## config.mk

```make
export PLATFORM = sky130hd
export DESIGN_NAME = hs_avg_filter
export DESIGN_NICKNAME = d
export VERILOG_FILES = /design/src/rtl/avg_filter_pkg.sv /design/src/rtl/avg_store_latch.sv /design/src/rtl/avg_half_adder.sv /design/src/rtl/avg_seq_ctrl.sv /design/src/rtl/hs_avg_filter.sv
export SDC_FILE = /design/constraint.sdc
export NUM_CORES = 1
export LEC_CHECK = 0
export BUFFER_PORTS_ARGS = -buffer_cell sky130_fd_sc_hd__buf_2
export CORE_UTILIZATION = 50
export CTS_CLUSTER_SIZE = 28
export DETAILED_ROUTE_END_ITERATION = 16
export HOLD_SLACK_MARGIN = 0.03
export PLACE_DENSITY_LB_ADDON = 0.3
export SLEW_MARGIN = 20
export SYNTH_ARGS = -nofsm -noshare
export SYNTH_HDL_FRONTEND = slang
export SYNTH_HIERARCHICAL = 1
export SYNTH_SLANG_ARGS = --single-unit
```

## constraint.sdc

```tcl
create_clock -name clk -period 1.7 [get_ports clk]
set_input_delay 0.17 -clock clk [delete_from_list [all_inputs] [get_ports clk]]
set_output_delay 0.17 -clock clk [all_outputs]
set_load 0.02 [all_outputs]
```

## src/rtl/avg_filter_pkg.sv

```systemverilog
`timescale 1ns/1ps
package avg_filter_pkg;

    typedef enum logic [3:0] {
        ST_IDLE,
        ST_X_OPEN,
        ST_ADD,
        ST_O_LOAD,
        ST_O_CLOSE,
        ST_O_REQ,
        ST_O_RET,
        ST_Y_OPEN,
        ST_CLOSE,
        ST_RELEASE
    } seq_state_e;

    typedef struct packed {
        seq_state_e st;
        logic       z;     // phase: output consumed
        logic       rx;
        logic       ry;
        logic       ra;
        logic       rl;
        logic       rout;
        logic       ain;
    } seq_regs_t;

endpackage

```

## src/rtl/avg_store_latch.sv

```systemverilog
`timescale 1ns/1ps
module avg_store_latch #(
    parameter int DATA_W = 8
) (
    input  logic              clk,
    input  logic              rst_n,
    input  logic              req,
    input  logic [DATA_W-1:0] din,
    output logic              ack,
    output logic [DATA_W-1:0] dout
);

    typedef struct packed {
        logic              ack;
        logic [DATA_W-1:0] data;
    } store_t;

    store_t st_d, st_q;

    always_comb begin
        st_d     = st_q;
        st_d.ack = req;
        if (req) begin
            st_d.data = din;
        end
    end

    always_ff @(posedge clk) begin
        if (!rst_n) begin
            st_q <= '0;
        end else begin
            st_q <= st_d;
        end
    end

    assign ack  = st_q.ack;
    assign dout = st_q.data;

    AST_STORE_OPAQUE: assert property (@(posedge clk) disable iff (!rst_n)
        (!req && !ack) |=> $stable(dout));

endmodule

```

## src/rtl/avg_half_adder.sv

```systemverilog
`timescale 1ns/1ps
module avg_half_adder #(
    parameter int DATA_W  = 8,
    parameter int ADD_LAT = 2
) (
    input  logic              clk,
    input  logic              rst_n,
    input  logic              req,
    input  logic [DATA_W-1:0] a,
    input  logic [DATA_W-1:0] b,
    output logic              ack,
    output logic [DATA_W-1:0] avg
);

    localparam int CNT_W = (ADD_LAT < 2) ? 1 : $clog2(ADD_LAT + 1);
    localparam int SUM_W = DATA_W + 1;

    typedef struct packed {
        logic [CNT_W-1:0]  cnt;
        logic              ack;
        logic [DATA_W-1:0] avg;
    } add_t;

    add_t             ad_d, ad_q;
    logic [SUM_W-1:0] sum_w;

    assign sum_w = {1'b0, a} + {1'b0, b};

    always_comb begin
        ad_d = ad_q;
        if (!req) begin
            ad_d.cnt = '0;
            ad_d.ack = 1'b0;
        end else if (!ad_q.ack) begin
            if (ad_q.cnt == CNT_W'(ADD_LAT - 1)) begin
                ad_d.ack = 1'b1;
                ad_d.avg = sum_w[SUM_W-1:1];
            end else begin
                ad_d.cnt = ad_q.cnt + 1'b1;
            end
        end
    end

    always_ff @(posedge clk) begin
        if (!rst_n) begin
            ad_q <= '0;
        end else begin
            ad_q <= ad_d;
        end
    end

    assign ack = ad_q.ack;
    assign avg = ad_q.avg;

    AST_ADD_ACK_AFTER_REQ: assert property (@(posedge clk) disable iff (!rst_n)
        $rose(ack) |-> $past(req));

    AST_ADD_RESULT_HELD: assert property (@(posedge clk) disable iff (!rst_n)
        (ack && $past(ack)) |-> $stable(avg));

endmodule

```

## src/rtl/avg_seq_ctrl.sv

```systemverilog
`timescale 1ns/1ps
module avg_seq_ctrl
    import avg_filter_pkg::*;
(
    input  logic clk,
    input  logic rst_n,
    input  logic in_req,
    output logic in_ack,
    output logic out_req,
    input  logic out_ack,
    output logic rx,
    input  logic ax,
    output logic ry,
    input  logic ay,
    output logic ra,
    input  logic aa,
    output logic rl,
    input  logic al
);

    seq_regs_t sq_d, sq_q;

    always_comb begin
        sq_d = sq_q;
        unique case (sq_q.st)
            ST_IDLE: if (in_req && !sq_q.ain) begin
                sq_d.rx = 1'b1;
                sq_d.st = ST_X_OPEN;
            end
            ST_X_OPEN: if (ax) begin
                sq_d.ra = 1'b1;
                sq_d.st = ST_ADD;
            end
            ST_ADD: if (aa) begin
                sq_d.rl = 1'b1;
                sq_d.st = ST_O_LOAD;
            end
            ST_O_LOAD: if (al) begin
                sq_d.rl = 1'b0;
                sq_d.st = ST_O_CLOSE;
            end
            ST_O_CLOSE: if (!al && !out_ack) begin
                sq_d.rout = 1'b1;
                sq_d.st   = ST_O_REQ;
            end
            ST_O_REQ: if (out_ack) begin
                sq_d.rout = 1'b0;
                sq_d.z    = 1'b1;
                sq_d.st   = ST_O_RET;
            end
            ST_O_RET: if (!out_ack) begin
                sq_d.ry = 1'b1;
                sq_d.st = ST_Y_OPEN;
            end
            ST_Y_OPEN: if (ay) begin
                sq_d.ry = 1'b0;
                sq_d.rx = 1'b0;
                sq_d.st = ST_CLOSE;
            end
            ST_CLOSE: if (!ay && !ax) begin
                sq_d.ain = 1'b1;
                sq_d.ra  = 1'b0;
                sq_d.st  = ST_RELEASE;
            end
            ST_RELEASE: if (!in_req && !aa) begin
                sq_d.ain = 1'b0;
                sq_d.z   = 1'b0;
                sq_d.st  = ST_IDLE;
            end
            default: sq_d = '{st: ST_IDLE, default: 1'b0};
        endcase
    end

    always_ff @(posedge clk) begin
        if (!rst_n) begin
            sq_q <= '{st: ST_IDLE, default: 1'b0};
        end else begin
            sq_q <= sq_d;
        end
    end

    assign in_ack  = sq_q.ain;
    assign out_req = sq_q.rout;
    assign rx      = sq_q.rx;
    assign ry      = sq_q.ry;
    assign ra      = sq_q.ra;
    assign rl      = sq_q.rl;

    AST_Y_AFTER_OUTPUT: assert property (@(posedge clk) disable iff (!rst_n)
        $rose(ry) |-> (sq_q.z && !out_req && !out_ack));

    AST_IN_ACK_LATE: assert property (@(posedge clk) disable iff (!rst_n)
        $rose(in_ack) |-> (!out_req && !out_ack && !ay && !ax));

    AST_OUT_RISE_LOW_ACK: assert property (@(posedge clk) disable iff (!rst_n)
        $rose(out_req) |-> $past(!out_ack));

    AST_OUT_FALL_HIGH_ACK: assert property (@(posedge clk) disable iff (!rst_n)
        $fell(out_req) |-> $past(out_ack));

    AST_IN_ACK_FALL: assert property (@(posedge clk) disable iff (!rst_n)
        $fell(in_ack) |-> $past(!in_req));

    AST_ONE_REQ_PHASE: assert property (@(posedge clk) disable iff (!rst_n)
        !(rl && out_req));

endmodule

```

## src/rtl/hs_avg_filter.sv

```systemverilog
`timescale 1ns/1ps
module hs_avg_filter #(
    parameter int DATA_W  = 8,
    parameter int ADD_LAT = 2
) (
    input  logic              clk,
    input  logic              rst_n,
    input  logic              in_req,
    input  logic [DATA_W-1:0] in_data,
    output logic              in_ack,
    output logic              out_req,
    output logic [DATA_W-1:0] out_data,
    input  logic              out_ack
);

    logic              rx, ax, ry, ay, ra, aa, rl, al;
    logic [DATA_W-1:0] x_val, y_val, avg_val;

    avg_seq_ctrl u_ctrl (
        .clk     (clk),
        .rst_n   (rst_n),
        .in_req  (in_req),
        .in_ack  (in_ack),
        .out_req (out_req),
        .out_ack (out_ack),
        .rx      (rx),
        .ax      (ax),
        .ry      (ry),
        .ay      (ay),
        .ra      (ra),
        .aa      (aa),
        .rl      (rl),
        .al      (al)
    );

    avg_store_latch #(.DATA_W(DATA_W)) u_x_store (
        .clk (clk), .rst_n (rst_n), .req (rx), .din (in_data),
        .ack (ax), .dout (x_val)
    );

    avg_store_latch #(.DATA_W(DATA_W)) u_y_store (
        .clk (clk), .rst_n (rst_n), .req (ry), .din (x_val),
        .ack (ay), .dout (y_val)
    );

    avg_half_adder #(.DATA_W(DATA_W), .ADD_LAT(ADD_LAT)) u_adder (
        .clk (clk), .rst_n (rst_n), .req (ra), .a (x_val), .b (y_val),
        .ack (aa), .avg (avg_val)
    );

    avg_store_latch #(.DATA_W(DATA_W)) u_o_store (
        .clk (clk), .rst_n (rst_n), .req (rl), .din (avg_val),
        .ack (al), .dout (out_data)
    );

    AST_OUT_DATA_STABLE: assert property (@(posedge clk) disable iff (!rst_n)
        (out_req && $past(out_req) && !$past(out_ack)) |-> $stable(out_data));

    AST_Y_ONLY_LATE: assert property (@(posedge clk) disable iff (!rst_n)
        (out_req || in_ack) |=> $stable(y_val) || !$past(out_req));

endmodule

```

==> load_flow_metrics.sql <==
INSERT INTO impl_metrics (metric_group, metric, value, unit) VALUES
('final_layout', 'nFillCells', '423', ''),
('final_layout', 'num-nets-final', '307', ''),
('global_routing', 'grt_first_pass_wirelength', '7.45', 'mm'),
('setup_path', 'critical_path_data_arrival_time', '1.89', 'ns'),
('setup_path', 'critical_path.cell_chain', 'ha_1 > nand4_1 > a21o_2 > a21oi_1 > o21a_1', ''),
('place', 'place_congestion', '0.833', ''),
('power_and_ir_drop', 'power_share_of_the_clock_group', '30.1', '%'),
('clock_network', 'tritoncts', 'yes', ''),
('setup_path', 'timing.reg2reg.worst_path_depth', '5', ''),
('final_layout', 'syn_to_final_growth', '13.7', '%'),
('setup_path', 'critPathLaunchType', 'flop', ''),
('logic_synthesis', 'syn-num-nets', '280', ''),
('setup_path', 'crit_path_top_delay_cell', 'sky130_fd_sc_hd__ha_1', ''),
('global_routing', 'globalRouteTotalUtil', '18.3', '%'),
('outcome', 'run_status', 'finished, final reports clean', ''),
('die', 'io_pins', '22', ''),
('timing', 'fmax', '612', 'MHz'),
('setup_path', 'timing.critical_path.max_delay_family', 'compound AO/OA/AOI/OAI gates', ''),
('timing', 'finalClockSkew', '0.00640', 'ns'),
('timing', 'slew_margin_rel', '63.5', '%'),
('power_and_ir_drop', 'leakage', '1.06', 'nW'),
('final_layout', 'final_layout_size_suffix_gt1_share', '23.3', '%'),
('logic_synthesis', 'synth_largest_type_area_fraction', '39.3', '%'),
('setup_path', 'path_max_fanout', '5', ''),
('flow_run', 'maxCapViolCount', '0', ''),
('setup_path', 'criticalPathCategory', 'reg2reg', ''),
('power_and_ir_drop', 'power.density', '1030', 'mW/mm²'),
('timing', 'min_period', '1.64', 'ns'),
('power_and_ir_drop', 'p_switching', '0.837', 'mW'),
('power_and_ir_drop', 'max-vdd-ir-drop', '0.526', 'mV'),
('final_layout', 'antenna_cells', '0', ''),
('drt', 'drt_first_pass_iters', '4', ''),
('clock_network', 'numClockSinks', '48', ''),
('place', 'port_buffers', '21', ''),
('setup_path', 'timing.critical_path.buf_inv', '0', ''),
('clock_network', 'clkLatencyLatePin', '0.30', 'ns'),
('drt', 'via_count', '1888', ''),
('logic_synthesis', 'async_reset_ff_share', '0', '%'),
('drt', 'drt-initial-drc-count', '106', ''),
('drt', 'wire_per_inst', '12.8', 'µm'),
('die', 'dieWidth', '71.9', 'µm'),
('clock_network', 'clock_input_transition_at_the_sequential_cells_of_the_worst_setup_and_hold_paths', '0.09', 'ns'),
('clock_network', 'cts_htree_levels', '2', ''),
('timing', 'final-hold-violation-count', '0', ''),
('global_routing', 'grt.overflow.total', '0', ''),
('hold_path', 'hold_class', 'in2reg', ''),
('global_routing', 'grt_max_degree', '28', ''),
('place', 'place_worst_setup_slack', '0.0159', 'ns'),
('logic_synthesis', 'syn_inst', '259', ''),
('timing', 'setup_viol', '0', ''),
('die', 'die-area', '0.00517', 'mm²'),
('setup_path', 'critPathCaptureType', 'flop', ''),
('die', 'die_height', '71.9', 'µm'),
('timing', 'period_share', '96.2', '%'),
('setup_path', 'critical_path_required', '1.95', 'ns'),
('global_routing', 'grt_antenna_before_repair', '0', ''),
('logic_synthesis', 'flop_and_latch_count_out_of_synthesis', '48', ''),
('clock_network', 'max-clock-path-buffers', '2', ''),
('place', 'hpwl', '3.23', 'mm'),
('timing', 'totalNegativeSetupSlack', '0', 'ns'),
('global_routing', 'first_global_vias', '1617', ''),
('setup_path', 'worst_path_largest_cell_delay', '0.41', 'ns'),
('clock_network', 'cts_root_buffer', 'sky130_fd_sc_hd__clkbuf_8', ''),
('power_and_ir_drop', 'net_sw_share', '29.2', '%'),
('timing', 'final-max-slew-violation-count', '0', ''),
('logic_synthesis', 'leading_cell_types_by_total_area_after_synthesis', 'sky130_fd_sc_hd__dfxtp_1, sky130_fd_sc_hd__mux2i_1, sky130_fd_sc_hd__nor2b_1, sky130_fd_sc_hd__ha_1, sky130_fd_sc_hd__o21ai_0', ''),
('die', 'num_rows', '25', ''),
('logic_synthesis', 'synth-seq-area-share', '39.3', '%'),
('logic_synthesis', 'avg_cell_area_syn', '9.43', 'µm²'),
('clock_network', 'cts-buffers-inserted', '5', ''),
('timing', 'worst-slew-pin-transition', '0.546', 'ns');
## cell families (layout without fill, tap and decap cells)
family	after synthesis	in the layout	share of synthesized area (%)
simple gates	97	97	22.6
compound gates	54	54	15.8
flops	48	48	39.3
mux	25	25	10.2
buf+inv	24	52	6.40
fa+ha+maj	9	9	4.92
xor+xnor	2	2	0.717
## Yosys cell counts (all sizes together), types with 7 or more instances
cell and n:
dfxtp 48, nor2b 31, mux2i 25, buf 17, o21ai 16, nor2 13
nand2 12, nand3 11, a21oi 9, and2 8, ha 8, nor3 7
## timing repair
| action | 4_1_cts | 5_1_grt |
|---|---|---|
| setup endpoints to repair | 1 | 6 |
| hold buffers | 0 | 0 |
| resized for setup | 1 | 6 |
| setup buffers | 1 | 0 |
| pin swaps | 1 | 2 |
## registers in the layout (all words and copies together) (netlist names), 2 cells and up
register,count
u_adder/avg,8
u_o_store/dout,8
u_x_store/dout,8
u_y_store/dout,8
u_ctrl/sq_q,4
u_adder/ad_q,2
## metrics by stage
stage | total power, mW | std cells | util, % | area, µm²
floorplan | 1.85 | 259 | - | 2440
global route | 3.04 | 354 | 58.8 | 2780
global placement | 2.00 | 345 | 55.5 | 2620
CTS | 2.86 | 354 | 58.3 | 2750
detailed placement | 2.00 | 345 | 55.5 | 2620
finish | 2.87 | 354 | 58.8 | 2780
## final timing paths
check / from / slack [ns] / end
worst max-delay path: u_x_store/dout[2] / 0.06 / u_adder/avg[2]
worst min-delay path: in_data[2] / 0.13 / u_x_store/dout[2]
worst max register to register: u_x_store/dout[2] / 0.06 / u_adder/avg[2]
worst min register to register: u_adder/avg[0] / 0.48 / u_adder/avg[0]
## tightest hold or removal path, cell delays in order
cell	delay, ns
sky130_fd_sc_hd__buf_2	0.07
sky130_fd_sc_hd__mux2i_1	0.05
sky130_fd_sc_hd__nor2b_1	0.09
## per-layer routing
metal / wire length, µm / vias up / GRT usage, %
met3: 152 / 7 / 3.33
met2: 1960 / 43 / 26.8
met4: 68 / 0 / 6.54
li1: - / 966 / -
met5: 0 / - / 0
met1: 2350 / 872 / 27.1
## cell type report
| type | count | area (µm²) | share of cell area, % |
|---|---|---|---|
| clock inverter | 2 | 38.8 | 1.40 |
| tap | 67 | 83.8 | 3.02 |
| inverter | 5 | 18.8 | 0.675 |
| multi-input combinational | 187 | 1350 | 48.7 |
| clock buffer | 6 | 82.6 | 2.97 |
| sequential | 48 | 962 | 34.6 |
| timing repair buffer | 39 | 240 | 8.64 |
## power by group through the flow
| stage | Clock (mW) | Combinational, mW | Sequential, mW |
|---|---|---|---|
| 2_1_floorplan | 0 | 0.558 | 1.29 |
| 6_report | 0.864 | 0.644 | 1.36 |
| 4_1_cts | 0.887 | 0.626 | 1.35 |
| 3_5_place_dp | 0 | 0.620 | 1.38 |
| 3_3_place_gp | 0 | 0.619 | 1.38 |
| 5_1_grt | 0.937 | 0.722 | 1.38 |
## cells in the final DEF (no fill, tap or decap), types with 4 or more instances in the layout
| master | instances |
|---|---|
| sky130_fd_sc_hd__mux2i_1 | 25 |
| sky130_fd_sc_hd__ha_1 | 8 |
| sky130_fd_sc_hd__nand3_1 | 11 |
| sky130_fd_sc_hd__clkbuf_8 | 6 |
| sky130_fd_sc_hd__a21oi_1 | 8 |
| sky130_fd_sc_hd__inv_1 | 5 |
| sky130_fd_sc_hd__nor3_1 | 6 |
| sky130_fd_sc_hd__nor2_1 | 13 |
| sky130_fd_sc_hd__buf_2 | 21 |
| sky130_fd_sc_hd__and2_1 | 4 |
| sky130_fd_sc_hd__nor3b_1 | 4 |
| sky130_fd_sc_hd__nor2b_1 | 30 |
| sky130_fd_sc_hd__buf_4 | 18 |
| sky130_fd_sc_hd__o21ai_0 | 14 |
| sky130_fd_sc_hd__dfxtp_1 | 47 |
| sky130_fd_sc_hd__nand2_1 | 12 |
Power figures use the tool's default switching activity.
